===== src/rtl/abr_pkg.sv =====
package abr_pkg;

    typedef enum logic [3:0] {
        ST_IDLE,
        ST_MEASURE,
        ST_REJECT,
        ST_TAIL,
        ST_HUNT,
        ST_START,
        ST_DATA,
        ST_STOP,
        ST_BREAK
    } abr_state_t;

    localparam int BYTE_W = 8;

endpackage


===== src/rtl/abr_line_sync.sv =====
module abr_line_sync #(
    parameter int STAGES = 2
) (
    input  logic clk,
    input  logic srst,
    input  logic din,
    output logic lvl,
    output logic fall
);
    logic [STAGES-1:0] chain_q;
    logic              prev_q;

    genvar gi;
    generate
        for (gi = 0; gi < STAGES; gi++) begin : g_stage
            if (gi == 0) begin : g_first
                always_ff @(posedge clk) begin
                    if (srst) chain_q[gi] <= 1'b1;
                    else      chain_q[gi] <= din;
                end
            end else begin : g_next
                always_ff @(posedge clk) begin
                    if (srst) chain_q[gi] <= 1'b1;
                    else      chain_q[gi] <= chain_q[gi-1];
                end
            end
        end
    endgenerate

    always_ff @(posedge clk) begin
        if (srst) prev_q <= 1'b1;
        else      prev_q <= chain_q[STAGES-1];
    end

    assign lvl  = chain_q[STAGES-1];
    assign fall = prev_q & ~chain_q[STAGES-1];
endmodule


===== src/rtl/abr_div_calc.sv =====
module abr_div_calc #(
    parameter int CNT_W      = 13,
    parameter bit ROUND_HALF = 1'b1,
    localparam int DIV_W     = CNT_W - 3,
    localparam int TMR_W     = DIV_W + 2
) (
    input  logic [CNT_W-1:0] count,
    output logic [DIV_W-1:0] div,
    output logic [DIV_W-1:0] half,
    output logic [TMR_W-1:0] tail
);
    assign div = count[CNT_W-1:3];

    generate
        if (ROUND_HALF) begin : g_round
            logic [CNT_W:0] biased;
            assign biased = {1'b0, count} + (CNT_W+1)'(8);
            assign half   = biased[CNT_W:4];
        end else begin : g_trunc
            assign half = {1'b0, count[CNT_W-1:4]};
        end
    endgenerate

    // one data bit plus one and a half stop bits
    assign tail = {1'b0, div, 1'b0} + {3'b000, div[DIV_W-1:1]};
endmodule


===== src/rtl/abr_countdown.sv =====
module abr_countdown #(
    parameter int W = 12
) (
    input  logic         clk,
    input  logic         srst,
    input  logic         load,
    input  logic [W-1:0] load_val,
    output logic         zero
);
    logic [W-1:0] val_q;

    always_ff @(posedge clk) begin
        if (srst)              val_q <= '0;
        else if (load)         val_q <= load_val;
        else if (val_q != '0)  val_q <= val_q - 1'b1;
    end

    assign zero = (val_q == '0);
endmodule


===== src/rtl/autobaud_rx.sv =====
module autobaud_rx
    import abr_pkg::*;
#(
    parameter int MIN_LOW      = 32,
    parameter int MAX_LOW      = 4096,
    parameter int SYNC_STAGES  = 2,
    localparam int CNT_W       = $clog2(MAX_LOW + 1),
    localparam int DIV_W       = CNT_W - 3
) (
    input  logic              clk,
    input  logic              srst,
    input  logic              rxd,
    output logic              locked,
    output logic [DIV_W-1:0]  divisor,
    output logic              byte_valid,
    output logic [BYTE_W-1:0] byte_data,
    output logic              frame_err
);
    localparam int TMR_W = DIV_W + 2;
    localparam logic [CNT_W-1:0] CNT_MIN = CNT_W'(MIN_LOW);
    localparam logic [CNT_W-1:0] CNT_MAX = CNT_W'(MAX_LOW);

    abr_state_t state_q, state_d;

    logic              line_lvl, line_fall;
    logic [CNT_W-1:0]  cnt_q;
    logic [DIV_W-1:0]  div_q, half_q;
    logic [DIV_W-1:0]  calc_div, calc_half;
    logic [TMR_W-1:0]  calc_tail;
    logic              tmr_load, tmr_zero;
    logic [TMR_W-1:0]  tmr_val;
    logic [2:0]        bit_idx_q;
    logic [BYTE_W-1:0] shreg_q;
    logic              locked_q, valid_q, ferr_q;
    logic [BYTE_W-1:0] data_q;
    logic              in_range;

    abr_line_sync #(.STAGES(SYNC_STAGES)) u_sync (
        .clk  (clk),
        .srst (srst),
        .din  (rxd),
        .lvl  (line_lvl),
        .fall (line_fall)
    );

    abr_div_calc #(.CNT_W(CNT_W), .ROUND_HALF(1'b1)) u_calc (
        .count (cnt_q),
        .div   (calc_div),
        .half  (calc_half),
        .tail  (calc_tail)
    );

    abr_countdown #(.W(TMR_W)) u_tmr (
        .clk      (clk),
        .srst     (srst),
        .load     (tmr_load),
        .load_val (tmr_val),
        .zero     (tmr_zero)
    );

    assign in_range = (cnt_q >= CNT_MIN);

    // next state
    always_comb begin
        state_d = state_q;
        unique case (state_q)
            ST_IDLE:    if (line_fall) state_d = ST_MEASURE;
            ST_MEASURE: begin
                if (line_lvl)               state_d = in_range ? ST_TAIL : ST_IDLE;
                else if (cnt_q == CNT_MAX)  state_d = ST_REJECT;
            end
            ST_REJECT:  if (line_lvl) state_d = ST_IDLE;
            ST_TAIL:    if (tmr_zero) state_d = ST_HUNT;
            ST_HUNT:    if (line_fall) state_d = ST_START;
            ST_START:   if (tmr_zero) state_d = line_lvl ? ST_HUNT : ST_DATA;
            ST_DATA:    if (tmr_zero && bit_idx_q == 3'd7) state_d = ST_STOP;
            ST_STOP:    if (tmr_zero) state_d = line_lvl ? ST_HUNT : ST_BREAK;
            ST_BREAK:   if (line_lvl) state_d = ST_HUNT;
            default:    state_d = ST_IDLE;
        endcase
    end

    // bit timer loads
    always_comb begin
        tmr_load = 1'b0;
        tmr_val  = '0;
        unique case (state_q)
            ST_MEASURE: if (line_lvl && in_range) begin
                tmr_load = 1'b1;
                tmr_val  = calc_tail - 1'b1;
            end
            ST_HUNT: if (line_fall) begin
                tmr_load = 1'b1;
                tmr_val  = TMR_W'(half_q) - 1'b1;
            end
            ST_START, ST_DATA: if (tmr_zero) begin
                tmr_load = 1'b1;
                tmr_val  = TMR_W'(div_q) - 1'b1;
            end
            default: ;
        endcase
    end

    // state register
    always_ff @(posedge clk) begin
        if (srst) state_q <= ST_IDLE;
        else      state_q <= state_d;
    end

    // datapath and outputs
    always_ff @(posedge clk) begin
        if (srst) begin
            cnt_q     <= '0;
            div_q     <= '0;
            half_q    <= '0;
            bit_idx_q <= '0;
            shreg_q   <= '0;
            locked_q  <= 1'b0;
            valid_q   <= 1'b0;
            ferr_q    <= 1'b0;
            data_q    <= '0;
        end else begin
            valid_q <= 1'b0;
            ferr_q  <= 1'b0;
            unique case (state_q)
                ST_IDLE: if (line_fall) cnt_q <= CNT_W'(1);
                ST_MEASURE: begin
                    if (!line_lvl && cnt_q != CNT_MAX) cnt_q <= cnt_q + 1'b1;
                    if (line_lvl && in_range) begin
                        div_q  <= calc_div;
                        half_q <= calc_half;
                    end
                end
                ST_TAIL:  if (tmr_zero) locked_q <= 1'b1;
                ST_START: bit_idx_q <= '0;
                ST_DATA: if (tmr_zero) begin
                    shreg_q   <= {line_lvl, shreg_q[BYTE_W-1:1]};
                    bit_idx_q <= bit_idx_q + 1'b1;
                end
                ST_STOP: if (tmr_zero) begin
                    if (line_lvl) begin
                        valid_q <= 1'b1;
                        data_q  <= shreg_q;
                    end else begin
                        ferr_q <= 1'b1;
                    end
                end
                default: ;
            endcase
        end
    end

    assign locked     = locked_q;
    assign divisor    = div_q;
    assign byte_valid = valid_q;
    assign byte_data  = data_q;
    assign frame_err  = ferr_q;
endmodule


===== config.mk =====
export PLATFORM = sky130hd
export DESIGN_NAME = autobaud_rx
export DESIGN_NICKNAME = d
export VERILOG_FILES = /design/src/rtl/abr_pkg.sv /design/src/rtl/abr_line_sync.sv /design/src/rtl/abr_div_calc.sv /design/src/rtl/abr_countdown.sv /design/src/rtl/autobaud_rx.sv
export SDC_FILE = /design/constraint.sdc
export NUM_CORES = 1
export LEC_CHECK = 0
export CAP_MARGIN = 20
export CORE_ASPECT_RATIO = 1.1
export CORE_MARGIN = 3
export CORE_UTILIZATION = 55
export CTS_BUF_LIST = sky130_fd_sc_hd__clkbuf_4
export CTS_CLUSTER_DIAMETER = 60
export DETAILED_ROUTE_END_ITERATION = 6
export GPL_ROUTABILITY_DRIVEN = 1
export PLACE_DENSITY = 0.75
export SYNTH_ARGS = -nofsm -noshare
export SYNTH_HDL_FRONTEND = slang
export SYNTH_SLANG_ARGS = --single-unit
export TNS_END_PERCENT = 5

===== constraint.sdc =====
create_clock -name clk -period 2.8 [get_ports clk]
set_clock_uncertainty 0.2 [all_clocks]
set_input_delay 0.56 -clock clk [delete_from_list [all_inputs] [get_ports clk]]
set_output_delay 0.56 -clock clk [all_outputs]
set_load 0.005 [all_outputs]

==> results of run 1 <==
what timing repair did:
item | in CTS | in global routing
pin swaps | 2 | 6
gates resized for setup | 1 | 12
endpoints found under the setup margin | 1 | 5
buffers inserted | 0 | 5
synth_stat cells, types with 5 or more instances:
cell type and count:
a211oi_1 18, a21o_1 6, a21oi_1 38, a31oi_1 6
and2_1 6, buf_2 7, clkbuf_1 21, dfxtp_1 74
ha_1 30, inv_1 43, mux2i_1 10, nand2_1 72
nand2b_1 5, nand3_1 21, nor2_1 52, nor3_1 17
nor3b_1 5, nor4_1 9, o21ai_0 12, o22ai_1 6
or3_1 8, xnor2_1 31, xor2_1 15
state kept, by name, indices dropped and copies added (netlist names):
register,cells
cnt_q,13
u_sync.prev_q,1
locked,1
frame_err,1
u_sync.chain_q,1
bit_idx_q,3
byte_data,8
divisor,10
byte_valid,1
u_sync.lvl,1
shreg_q,8
state_q,4
u_tmr.val_q,12
half_q,10
power breakdown:
group          internal, uW  switching, uW  total (uW)
Clock                   289            426         714
Sequential             1140           82.5        1220
Combinational           370            451         820
Total                  1800            959        2760
layout make-up:
class                           instances  area share
Inverter                               43     0.03070
Sequential cell                        74      0.2825
Clock inverter                          7     0.01594
Tap cell                              108     0.02570
Multi-Input combinational cell        426      0.5357
Clock buffer                            9     0.01285
Timing Repair Buffer                   59     0.09662
logic make-up (layout without fill, tap and decap cells):
group                    count (synthesis)  in the layout
multiplexers                            12             12
AND/OR/NAND/NOR                        222            222
XOR/XNOR                                46             46
adder cells (fa/ha/maj)                 31             31
buffers and inverters                   72            118
flip-flops                              74             74
AO/OA/AOI/OAI                          115            115
how the worst min path moves through the flow:
stage | cells after the start | end | from | slack, ns
finish | 1 | u_sync.lvl | u_sync.chain_q[0] | 0.23
global route | 1 | u_sync.lvl | u_sync.chain_q[0] | 0.24
CTS | 1 | u_sync.lvl | u_sync.chain_q[0] | 0.23
detailed placement | 1 | u_sync.lvl | u_sync.chain_q[0] | 0.20
global placement | 1 | u_sync.lvl | u_sync.chain_q[0] | 0.19
floorplan | 1 | u_sync.lvl | u_sync.chain_q[0] | 0.19
critical path, delay by kind of cell, from the launching register on:
family                     cells  cell delay (ns)
DFF                            1             0.36
AOI/OAI and AO/OA              4             0.66
adders and majority gates      3             0.83
buffers and inverters          3             0.22
and+or+nand+nor                2             0.36
stage by stage:
step | setup WS [ns] | instance area (um^2) | hold slack, ns | TNS [ns]
2_1_floorplan | 0.03660 | 4548 | 0.1895 | 0
3_3_place_gp | 0.09922 | 5027 | 0.1925 | 0
3_5_place_dp | -0.03841 | 5027 | 0.2005 | -0.03841
4_1_cts | 0.01290 | 5182 | 0.2342 | 0
5_1_grt | -0.03208 | 5258 | 0.2438 | -0.03720
6_report | 0.08453 | 5258 | 0.2314 | 0
layer usage:
layer,GRT usage,part of all wire,routed length (um)
met5,0,0,0
met4,0.1229,0.032,370
met3,0.04012,0.051,587
met2,0.4063,0.46,5291
met1,0.3447,0.45,5178
==> summary.txt, run 1 <==
Placement
  • I/O Buffers: 23
  • DP Cell Count: 705
  • Post-DP HPWL: 8.709 mm
  • GPL Wtd Cong: 0.8983

Route
  • Via count: 4,198
  • Drt pass-1 iters: 5
  • Vias per cell: ~5.8
  • DRC viols: 0
  • WL per Instance: 15.74 um
  • Initial DRC count: 257
  • ANT nets after route: 0
  • Post-Route WL: 11.43 mm

Cells and area
  • Finished Layout Cells: 726
  • Share of layout cells above drive strength 1: 0.1294
  • Commonest non-fill, non-tap cell in the layout: nand2_1
  • Area growth, synth to finish: 15.69%
  • Final net count: approximately 650
  • FF+latch area: 0.001485 mm^2
  • Area of the multi-input gates: 0.002816 mm^2
  • Most frequent cells in the layout: nand2_1, dfxtp_1, nor2_1
  • Diodes inserted: 0
  • Fillers: 722
  • Fin util: 0.6609

Synthesis
  • Top cell type's share of synthesized area: 0.3260
  • Top FF cell, synth: dfxtp_1
  • Sequential-to-total area share from yosys stat: 0.3260
  • Syn nets: 606
  • Synth Area in Compound Gates: 0.1666
  • Synth warn: 0
  • Cells after synthesis: approximately 570
  • Simple-Gate Fraction of Synth Area: 0.2417
  • Mux contribution to synthesized area: 0.02698
  • Yosys cell types: 57
  • Number of synthesized register bits: 74
  • Mean Syn Cell Area: 7.945 um^2
  • Cell taking the most area after synthesis: dfxtp_1
  • Post-synthesis adder-cell area fraction: 0.08700
  • Synthesized cell area: 0.004544 mm^2
  • Asr flop ratio synth: 0
  • EDFF count, synth: 0
  • Post-synthesis xor/xnor area fraction: 0.08866
  • Synth top area cells: dfxtp_1, ha_1, xnor2_1
  • Main combinational cell family by area after synthesis: simple AND/OR/NAND/NOR gates

Setup path
  • Crit-path max FO: 3
  • Reg2reg end: u_tmr.val_q[7]
  • Worst Setup EP: u_tmr.val_q[7]
  • Crit path largest cell delay: about 0.41 ns
  • Crit-path cells: inv_2 -> ha_4 -> inv_2 -> ha_4 -> fa_2 -> a211o_1 -> a21oi_2 -> buf_4 -> o21bai_1 -> or2_2 -> nand3_2 -> a31oi_1
  • Origin of the critical flop-to-flop path: cnt_q[5]
  • Required @ worst endpoint: roughly 2.9 ns
  • Critical path data arrival time: 2.84 ns
  • Critical Path End Type: flip-flop
  • Crit start category: flip-flop
  • Setup CP Type: flip-flop to flip-flop
  • CP startpoint: cnt_q[5]
  • Reg2reg path depth: 12
  • Slowest cell on crit path: fa_2
  • Reg2Reg Setup Slack: between 0.08 and 0.09 ns

STA
  • Least-Margin Pin Slew: 0.6223 ns
  • Fmax: about 370 MHz
  • # setup viols final: 0
  • Unrepaired setup endpoints after global routing: yes
  • Period utilization: 0.9698
  • Slew margin rel.: 0.5813
  • Final count of pins violating max slew: 0
  • Final min period: about 2.7 ns
  • Final Hold Vio Count: 0

Global routing
  • Overall routing resource usage: 0.2565
  • Largest net degree at the start of global routing: 30
  • Grt total ovfl: 0
  • Initial antenna violation count: 0
  • First-pass GRT wire length: about 19 mm
  • Vias in the first global route: 3,948

Floorplan
  • Placement Rows: 34
  • Die W: 92.67 um
  • Die Y: roughly 100 um
  • Total Die Area: 0.009390 mm^2
  • Starting Density: 0.5712
  • Core ar.: 0.007955 mm^2
  • Top-level I/O count: 24

Power
  • Total Power: 2755 uW
  • PwrDens: 524.0 mW/mm^2
  • Leakage: 0.002115 uW
  • Max IR drop VDD: 0.0003006 V

Clock tree
  • CTS Hold Bufs: 0
  • Clk slew on worst S/H paths: roughly 0.15 ns
  • CTS Buf Count: 9
  • H-tree levels: 3
  • CTS Sinks: 74
  • CTS max path bufs: 2
  • CTS Root Cell: clkbuf_4
  • CTS tree: built
  • Clk Latency, worst-skew pair: roughly 0.43 ns

Run status
  • Status: complete, no violations

Job
  • Max_cap viols: 0

Hold path
  • Hold Crit Class: flip-flop to flip-flop
Power figures use the tool's default switching activity.
==> run 2, diff against run 1 <==
CAP_MARGIN = 5   (was 20)
CORE_MARGIN = default   (was 3)
==> summary.txt, run 2 (same netlist as run 1, synthesis figures left out) <==
Run status
  • Status: complete, no violations

Cells and area
  • Most frequent cells in the layout: nand2_1, dfxtp_1, nor2_1
  • Fin util: 0.6548
  • Final instance area: 0.005209 mm^2
  • Diodes inserted: 0
  • Top flop regs: cnt_q (13), u_tmr.val_q (12)
  • Commonest non-fill, non-tap cell in the layout: nand2_1
  • Largest Register: cnt_q
  • Max reg flops: 13
  • Share of layout cells above drive strength 1: 0.1127
  • Area growth, synth to finish: 14.62%
  • Finished Layout Cells: 720
  • Final net count: 641

STA
  • # setup viols final: 0
  • Final min period: approximately 2.7 ns
  • Unrepaired setup endpoints after global routing: yes
  • Least-Margin Pin Slew: 0.7103 ns
  • Slew margin rel.: 0.5221
  • Final count of pins violating max slew: 0
  • Final Hold Vio Count: 0
  • WHS: about 0.23 ns
  • Period utilization: 0.9791
  • Fmax: between 300 and 400 MHz

Route
  • Drt pass-1 iters: 5
  • DRC viols: 0
  • Vias per cell: 5.849
  • Initial DRC count: 241
  • WL per Instance: 15.86 um
  • Via count: approximately 4.2k
  • Post-Route WL: 11.42 mm
  • ANT nets after route: 0

Setup path
  • Reg2reg path depth: 10
  • Critical Path End Type: flip-flop
  • Crit path depth: 10
  • Crit-path max FO: 6
  • CP Buf/Inv Count: 2
  • Crit path largest cell delay: around 0.47 ns
  • Required @ worst endpoint: 2.98 ns
  • Worst Setup EP: u_tmr.val_q[11]
  • Critical path data arrival time: 2.92 ns
  • Origin of the critical flop-to-flop path: cnt_q[7]
  • CP startpoint: cnt_q[7]
  • Slowest cell on crit path: dfxtp_1
  • Reg2reg end: u_tmr.val_q[11]
  • Crit-path cells: inv_1 -> ha_1 -> inv_1 -> ha_1 -> a211o_1 -> a21oi_2 -> o21ai_2 -> a31o_2 -> xnor2_1 -> o31ai_1
  • Crit start category: flip-flop
  • CP top delay family: compound AO/OA/AOI/OAI gates
  • Reg2Reg Setup Slack: 0.06 ns
  • Setup CP Type: flip-flop to flip-flop

Clock tree
  • CTS Hold Bufs: 0
  • CTS Buf Count: 9
  • H-tree levels: 3
  • CTS tree: built
  • Clk Latency, worst-skew pair: 0.46 ns
  • Clk slew on worst S/H paths: 0.15 ns
  • CTS Root Cell: clkbuf_4
  • CTS max path bufs: 2
  • CTS Sinks: 74

Global routing
  • First-pass GRT wire length: 18.63 mm
  • Vias in the first global route: between 3k and 4k
  • Largest net degree at the start of global routing: 30
  • Grt total ovfl: 0
  • Overall routing resource usage: 0.2792
  • Initial antenna violation count: 0

Placement
  • I/O Buffers: 23
  • DP Cell Count: 703
  • GPL Wtd Cong: 0.9567
  • Placed cell area: 0.005012 mm^2
  • Post-DP HPWL: 8.590 mm

Hold path
  • Hold Crit Class: flip-flop to flip-flop
  • Hold Path Cell Cnt: 1

Power
  • Share of power burned in the clock network: 0.290
  • Total Power: 2913 uW
  • Pint: 1897 uW
  • Leakage: 0.002093 uW
  • Max IR drop VDD: 0.0002123 V
  • Sw Share: 0.3487
  • PwrDens: roughly 560 mW/mm^2
  • Switch Pwr: between 1000 and 1500 uW
  • Flop pwr share: 0.419
  • Combinational power share: 0.291

Floorplan
  • Core ar.: just under 0.008 mm^2
  • Die Y: 97.34 um
  • Top-level I/O count: 24
  • Placement Rows: 34
  • Die W: 88.67 um
  • Total Die Area: 0.008630 mm^2
  • Starting Density: 0.5712

Job
  • Max_cap viols: 0
-- run 2: cell count changes in the layout (fill, tap and decap cells not counted), moves of 2 or more --
cell   previous run  this run
ha_4              2         0
buf_4            35        29
inv_2             3         0
inv_1            40        43
-- run 2: final cells by class --
class	count	area, um^2
timing repair buffer	53	462.9
clock inverter	7	107.6
fill	697	2746
sequential	74	1485
inverter	43	161.4
multi-input combinational	426	2789
clock buffer	9	67.56
tap	108	135.1
-- run 2: worst reg2reg max path, stage by stage (launching register included) --
cell,delay (ns)
dfxtp_1,0.47
inv_1,0.12
ha_1,0.29
inv_1,0.04
ha_1,0.36
a211o_1,0.35
a21oi_2,0.20
o21ai_2,0.10
a31o_2,0.26
xnor2_1,0.12
o31ai_1,0.19
-- run 2: through the flow --
step	TNS (ns)	setup WS, ns
2_1_floorplan	0	0.03660
3_3_place_gp	0	0.1083
3_5_place_dp	0	0.04398
4_1_cts	0	0.007481
5_1_grt	-0.01696	-0.009647
6_report	0	0.05843
-- run 2: worst min-delay path by stage --
stage	startpoint	endpoint	slack (ns)
finish	u_sync.chain_q[0]	u_sync.lvl	0.23
global placement	u_sync.chain_q[0]	u_sync.lvl	0.19
floorplan	u_sync.chain_q[0]	u_sync.lvl	0.19
detailed placement	u_sync.chain_q[0]	u_sync.lvl	0.20
global route	u_sync.chain_q[0]	u_sync.lvl	0.26
CTS	u_sync.chain_q[0]	u_sync.lvl	0.23
-- run 2: repair_timing --
item                       4_1_cts  5_1_grt
setup endpoints to repair        0        3
setup buffers                    0        1
gates resized for setup          0        6
-- run 2: power by group through the flow --
stage	clock, uW	combinational (uW)	sequential [uW]
detailed placement	0	828	1240
CTS	850	836	1220
global placement	0	812	1230
finish	844	849	1220
global route	891	920	1230
floorplan	0	641	1220
-- run 2: per-layer routing --
| metal | global-route usage | up-vias | part of all wire |
|---|---|---|---|
| met3 | 0.04758 | 22 | 0.060 |
| met5 | 0 | - | 0 |
| met1 | 0.3794 | 1971 | 0.45 |
| li1 | - | 2067 | - |
| met4 | 0.1067 | 0 | 0.024 |
| met2 | 0.4373 | 151 | 0.47 |
